`config.mk`:
```
export PLATFORM = sky130hd
export DESIGN_NAME = nrdiv_seq
export DESIGN_NICKNAME = d
export VERILOG_FILES = /design/src/rtl/nrdiv_pkg.sv /design/src/rtl/nrdiv_step.sv /design/src/rtl/nrdiv_fix.sv /design/src/rtl/nrdiv_seq.sv
export SDC_FILE = /design/constraint.sdc
export NUM_CORES = 1
export LEC_CHECK = 0
export ABC_AREA = 1
export BUFFER_PORTS_ARGS = -buffer_cell sky130_fd_sc_hd__buf_2
export CORE_ASPECT_RATIO = 2
export CORE_MARGIN = 2
export CORE_UTILIZATION = 45
export CTS_CLUSTER_SIZE = 10
export DETAILED_ROUTE_END_ITERATION = 8
export PLACE_DENSITY = 0.73
export SYNTH_ARGS = -nofsm -noshare
export SYNTH_HDL_FRONTEND = slang
export SYNTH_SLANG_ARGS = --single-unit
```
`constraint.sdc`:
```
create_clock -name clk -period 4.5 [get_ports clk]
set_input_delay 0.45 -clock clk [delete_from_list [all_inputs] [get_ports clk]]
set_output_delay 0.45 -clock clk [all_outputs]
set_load 0.02 [all_outputs]
```
`src/rtl/nrdiv_pkg.sv`:
```
package nrdiv_pkg;
    localparam int DATA_W = 32;
    localparam int CNT_W  = $clog2(DATA_W) + 1;

    typedef struct packed {
        logic              busy;
        logic              done;
        logic [CNT_W-1:0]  cnt;
        logic [CNT_W-1:0]  nsteps;
        logic [DATA_W-1:0] part;
        logic [DATA_W-1:0] bits;
        logic [DATA_W-1:0] dvs;
        logic              qb;
        logic              sg;
        logic              dbz;
        logic              aux;
        logic [DATA_W-1:0] quo;
        logic [DATA_W-1:0] rem;
        logic              ovf;
    } nrdiv_st_t;
endpackage

```
`src/rtl/nrdiv_step.sv`:
```
module nrdiv_step #(
    parameter int W = 32
) (
    input  logic [W-1:0] part_i,
    input  logic [W-1:0] dvs_i,
    input  logic         qprev_i,
    input  logic         sprev_i,
    output logic [W-1:0] sum_o,
    output logic         qbit_o,
    output logic         dbz_hit_o,
    output logic         zero_o
);
    logic [W-1:0] addend;
    logic         carry_raw;
    logic         carry;

    always_comb begin
        addend    = qprev_i ? ~dvs_i : dvs_i;
        sum_o     = part_i + addend + {{(W-1){1'b0}}, qprev_i};
        carry_raw = (addend[W-1] & part_i[W-1]) |
                    ((addend[W-1] ^ part_i[W-1]) & ~sum_o[W-1]);
        carry     = carry_raw ^ qprev_i;
        qbit_o    = ~(carry ^ sprev_i);
        dbz_hit_o = (sprev_i ^ sum_o[W-1]) & ~carry;
        zero_o    = (sum_o == '0);
    end
endmodule

```
`src/rtl/nrdiv_fix.sv`:
```
module nrdiv_fix #(
    parameter int W = 32
) (
    input  logic [W-1:0] sum_i,
    input  logic [W-1:0] dvs_i,
    input  logic         qlast_i,
    output logic [W-1:0] rem_o
);
    always_comb begin
        rem_o = qlast_i ? sum_i : (sum_i + dvs_i);
    end
endmodule

```
`src/rtl/nrdiv_seq.sv`:
```
module nrdiv_seq
    import nrdiv_pkg::*;
(
    input  logic              clk,
    input  logic              rst_n,
    input  logic              start_i,
    input  logic [DATA_W-1:0] dividend_i,
    input  logic [DATA_W-1:0] divisor_i,
    input  logic [CNT_W-1:0]  steps_i,
    output logic              busy_o,
    output logic              done_o,
    output logic [DATA_W-1:0] quotient_o,
    output logic [DATA_W-1:0] remainder_o,
    output logic              overflow_o
);
    localparam int WIDE_W = 2 * DATA_W;

    nrdiv_st_t st_q, st_d;

    logic [DATA_W-1:0] step_sum;
    logic              step_q;
    logic              step_dbz;
    logic              step_zero;
    logic [DATA_W-1:0] fix_rem;
    logic [CNT_W:0]    low_shift_d;
    logic [WIDE_W-1:0] low_wide_d;

    nrdiv_step #(.W(DATA_W)) u_step (
        .part_i    (st_q.part),
        .dvs_i     (st_q.dvs),
        .qprev_i   (st_q.qb),
        .sprev_i   (st_q.sg),
        .sum_o     (step_sum),
        .qbit_o    (step_q),
        .dbz_hit_o (step_dbz),
        .zero_o    (step_zero)
    );

    nrdiv_fix #(.W(DATA_W)) u_fix (
        .sum_i   (step_sum),
        .dvs_i   (st_q.dvs),
        .qlast_i (step_q),
        .rem_o   (fix_rem)
    );

    always_comb begin
        st_d        = st_q;
        st_d.done   = 1'b0;
        low_shift_d = (CNT_W+1)'(DATA_W + 1) - {1'b0, steps_i};
        low_wide_d  = {{DATA_W{1'b0}}, dividend_i} << low_shift_d;
        if (!st_q.busy) begin
            if (start_i) begin
                st_d.busy   = 1'b1;
                st_d.cnt    = steps_i;
                st_d.nsteps = steps_i;
                st_d.part   = dividend_i >> (steps_i - 1'b1);
                st_d.bits   = low_wide_d[DATA_W-1:0];
                st_d.dvs    = divisor_i;
                st_d.qb     = 1'b1;
                st_d.sg     = 1'b0;
                st_d.dbz    = (divisor_i == '0);
                st_d.aux    = 1'b1;
            end
        end else begin
            st_d.part = {step_sum[DATA_W-2:0], st_q.bits[DATA_W-1]};
            st_d.bits = {st_q.bits[DATA_W-2:0], step_q};
            st_d.qb   = step_q;
            st_d.sg   = step_sum[DATA_W-1];
            st_d.dbz  = st_q.dbz | step_dbz;
            st_d.aux  = step_zero ? 1'b0 : (st_q.aux & step_q);
            st_d.cnt  = st_q.cnt - 1'b1;
            if (st_q.cnt == CNT_W'(1)) begin
                st_d.busy = 1'b0;
                st_d.done = 1'b1;
                st_d.quo  = {st_q.bits[DATA_W-2:0], step_q};
                st_d.rem  = fix_rem;
                st_d.ovf  = st_d.dbz | st_d.aux;
            end
        end
    end

    always_ff @(posedge clk or negedge rst_n) begin
        if (!rst_n) begin
            st_q <= '0;
        end else begin
            st_q <= st_d;
        end
    end

    assign busy_o      = st_q.busy;
    assign done_o      = st_q.done;
    assign quotient_o  = st_q.quo;
    assign remainder_o = st_q.rem;
    assign overflow_o  = st_q.ovf;

    AST_DONE_PULSE: assert property (@(posedge clk) disable iff (!rst_n)
        done_o |=> !done_o);
    AST_DONE_AFTER_BUSY: assert property (@(posedge clk) disable iff (!rst_n)
        $rose(done_o) |-> !busy_o && $past(busy_o));
    AST_START_IGNORED: assert property (@(posedge clk) disable iff (!rst_n)
        busy_o && start_i |=> $stable(st_q.dvs) && $stable(st_q.nsteps));
    AST_RESULT_HOLD: assert property (@(posedge clk) disable iff (!rst_n)
        !busy_o && !start_i |=> $stable(quotient_o) && $stable(remainder_o) && $stable(overflow_o));
    AST_ZERO_DIVISOR: assert property (@(posedge clk) disable iff (!rst_n)
        done_o && (st_q.dvs == '0) |-> overflow_o);
    AST_QUOTIENT_WIDTH: assert property (@(posedge clk) disable iff (!rst_n)
        done_o && (st_q.nsteps < CNT_W'(DATA_W)) |-> ((quotient_o >> st_q.nsteps) == '0));
    AST_REM_BELOW_DIVISOR: assert property (@(posedge clk) disable iff (!rst_n)
        done_o && !overflow_o |-> remainder_o < st_q.dvs);
endmodule

```
==> results by group <==
Status
  – Status: complete, no violations

Critical path
  – R2R depth: 22
  – CP Data Arrival Time: approximately 4.7 ns
  – CP Capture Type: register
  – CP required: 4.86 ns
  – Critical path class: reg2reg
  – Crit path launch type: register
  – Crit-path max FO: 36

Clock network
  – Clock latency on the worst-skew pair: ~0.47 ns
  – TritonCTS clock tree: built
  – Reg clk slew, reported paths: approximately 0.090 ns
  – # hold bufs at CTS: 0
  – Clk Tree Root Cell: clkbuf_16
  – Maximum root-to-sink buffer count: 2
  – Clock Sinks: about 170
  – CTS Buf Count: 17
  – H-tree depth: 4

Floorplanning
  – Io pins: between 100 and 150
  – Die area: ~36000 um^2
  – Die Height: 267 um
  – Starting Density: 45.5%
  – Core area: approximately 34000 um^2
  – Die X: approximately 140 um
  – # rows: 96

Logic synthesis
  – Top post-synthesis cells by area: dfrtp_1, nand2_1, inv_1, ha_1, nor2_1
  – Synthesized flop and latch total: between 150 and 200
  – Synth Cell Area: roughly 16000 um^2
  – Post-synth ARST share: 100%
  – Number of distinct library cells after synthesis: between 60 and 70
  – Yosys top cell by area: dfrtp_1
  – Sequential area share after synthesis: between 20% and 30%
  – Main synth FF type: dfrtp_1
  – Ys Warns: 0
  – Syn Nets: between 2000 and 3000
  – Syn Area/Cell: approximately 6.5 um^2
  – Number of synthesized flops with an enable pin: 0
  – Cells after synthesis: 2404
  – Yosys top cell area share: 27.9%

Placed design
  – Routability cong.: around 1.1
  – Port bufs: approximately 140
  – Placed Cells: approximately 2900
  – HPWL Detailed: about 52 mm

Timing
  – Slew @ Worst Pin: 0.978 ns
  – Setup TNS: 0 ns
  – Final Critical Period: 4.29 ns
  – Slew Viols, Final: 0
  – Endpoints failing hold: 0
  – Fmax: approximately 230 MHz
  – Clock skew: 0.0170 ns
  – Unrepaired setup endpoints after global routing: false
  – Crit share post-route: 95.3%
  – Rel. slew slack: 34.8%
  – Setup Viol. Count Final: 0

Layout
  – Post-layout util: 50.1%
  – Layout cells sized above 1: between 10% and 20%
  – Commonest non-fill, non-tap cells in the layout: nand2_1, inv_1, nor2_1, dfrtp_1, o21ai_0
  – Synth-to-Final Area Change: 9.94%
  – Fin nets: 2603
  – Diodes inserted: 0
  – # fillers: 3596
  – Fin cells: about 2900
  – Commonest non-fill, non-tap cell in the layout: nand2_1

Global route
  – Largest net degree at the start of global routing: 98
  – GRT Residual Overflow: 0
  – First-pass GRT wire length: 96.9 mm
  – Total track usage: roughly 37%
  – Number of global-route vias before repair: approximately 17000
  – Initial antenna violation count: 0

Job
  – Max-Cap Viols: 0

Routing
  – Post-route ant nets: 0
  – Via/cell ratio: between 5 and 6
  – DRT Pass-1 Iters: 8
  – DRT iter0 DRCs: around 1100
  – Per-cell routed wire length: ~22 um
  – WL final: approximately 65 mm
  – Remaining DRCs: 0
  – Via count: around 17000

Min path
  – Worst hold path class: in2async
what timing repair did:
item                                    4_1_cts  5_1_grt
endpoints found under the setup margin        0       37
setup buffers                                 0        2
resized for setup                             0       33
worst max-delay path, stage by stage, from the launching register on:
cell and delay, ns:
dfrtp_1 0.45, buf_12 0.21, xor2_1 0.28, ha_1 0.36, nand2_1 0.17, inv_1 0.05, nand2_1 0.06, nand2_1 0.08
nand2_1 0.08, nand2_1 0.08, a21oi_2 0.24, nand2_1 0.11, a21oi_1 0.18, o21bai_1 0.12, fa_1 0.42, xnor2_1 0.18
or2_1 0.22, nand2_1 0.11, inv_2 0.06, buf_12 0.16, nand3_1 0.09, nand3_1 0.22, o21a_1 0.21
stage by stage:
step,worst slack (ns),hold slack (ns),cell area [um^2]
floorplan,0.734,0.154,15500
global placement,0.0310,0.462,16300
detailed placement,0.0588,0.460,16300
CTS,0.0515,0.131,16900
global route,0.0114,0.171,17100
finish,0.212,0.0962,17100
registers in the layout, summed over array words and instances, names as in the netlist:
signal and count:
remainder_o 32, done_o 1, busy_o 1, overflow_o 1, quotient_o 32, st_q 106
worst paths after layout:
check / start / to / slack (ns)
hold / removal: rst_n / remainder_o[23] / 0.1
setup reg to reg: st_q[68] / remainder_o[9] / 0.21
hold reg to reg: quotient_o[21] / quotient_o[21] / 0.48
setup / recovery: st_q[68] / remainder_o[9] / 0.21
max in group asynchronous: rst_n / st_q[145] / 3.41
min in group clk: divisor_i[17] / st_q[86] / 0.20
synthesized netlist by cell type, types with 7 or more instances:
library cell,n
buf_4,75
o221ai_1,15
nor3_1,15
o21ai_1,37
xor2_1,44
a21oi_1,90
o21ai_0,152
nand3_1,126
buf_2,32
a22oi_1,25
o21ai_2,12
a31oi_1,9
o21a_1,20
nand4_1,19
nor4_1,12
o211ai_1,42
nor2_2,7
nand2_1,794
xnor2_1,7
dfrtp_1,173
nor3_2,7
ha_1,70
nor2_1,233
inv_2,11
clkbuf_1,44
inv_1,237
nand3_2,7
nand2_2,12
cell type report:
cell class              count  area, um^2  area share (%)
multi-input cells        1820        9430            55.2
clock inverters            15         229            1.34
well taps                 441         552            3.23
repair buffers            195        1170            6.87
flip-flops and latches    173        4330            25.4
inverters                 250         941            5.51
clock buffers              17         425            2.49
kinds of logic (layout without fill, tap and decap cells):
logic type | after synthesis | after routing | synth area share [%]
simple gates | 1252 | 1252 | 33.3
compound gates | 433 | 433 | 16.7
buf+inv | 411 | 477 | 12.2
flops | 173 | 173 | 27.9
fa+ha+maj | 73 | 73 | 6.03
xor+xnor | 56 | 56 | 3.47
mux | 6 | 6 | 0.387
routing by layer:
metal	GRT usage, %	wire length (um)	vias up
met4	39.0	8420	0
met1	32.2	20100	7675
met3	5.45	3090	325
met2	66.5	33600	689
li1	-	-	7858
met5	0	0	-
Power is left out: the tool's default activity adds up to more than one toggle a clock period on the data nets, which glitch-free logic cannot reach.
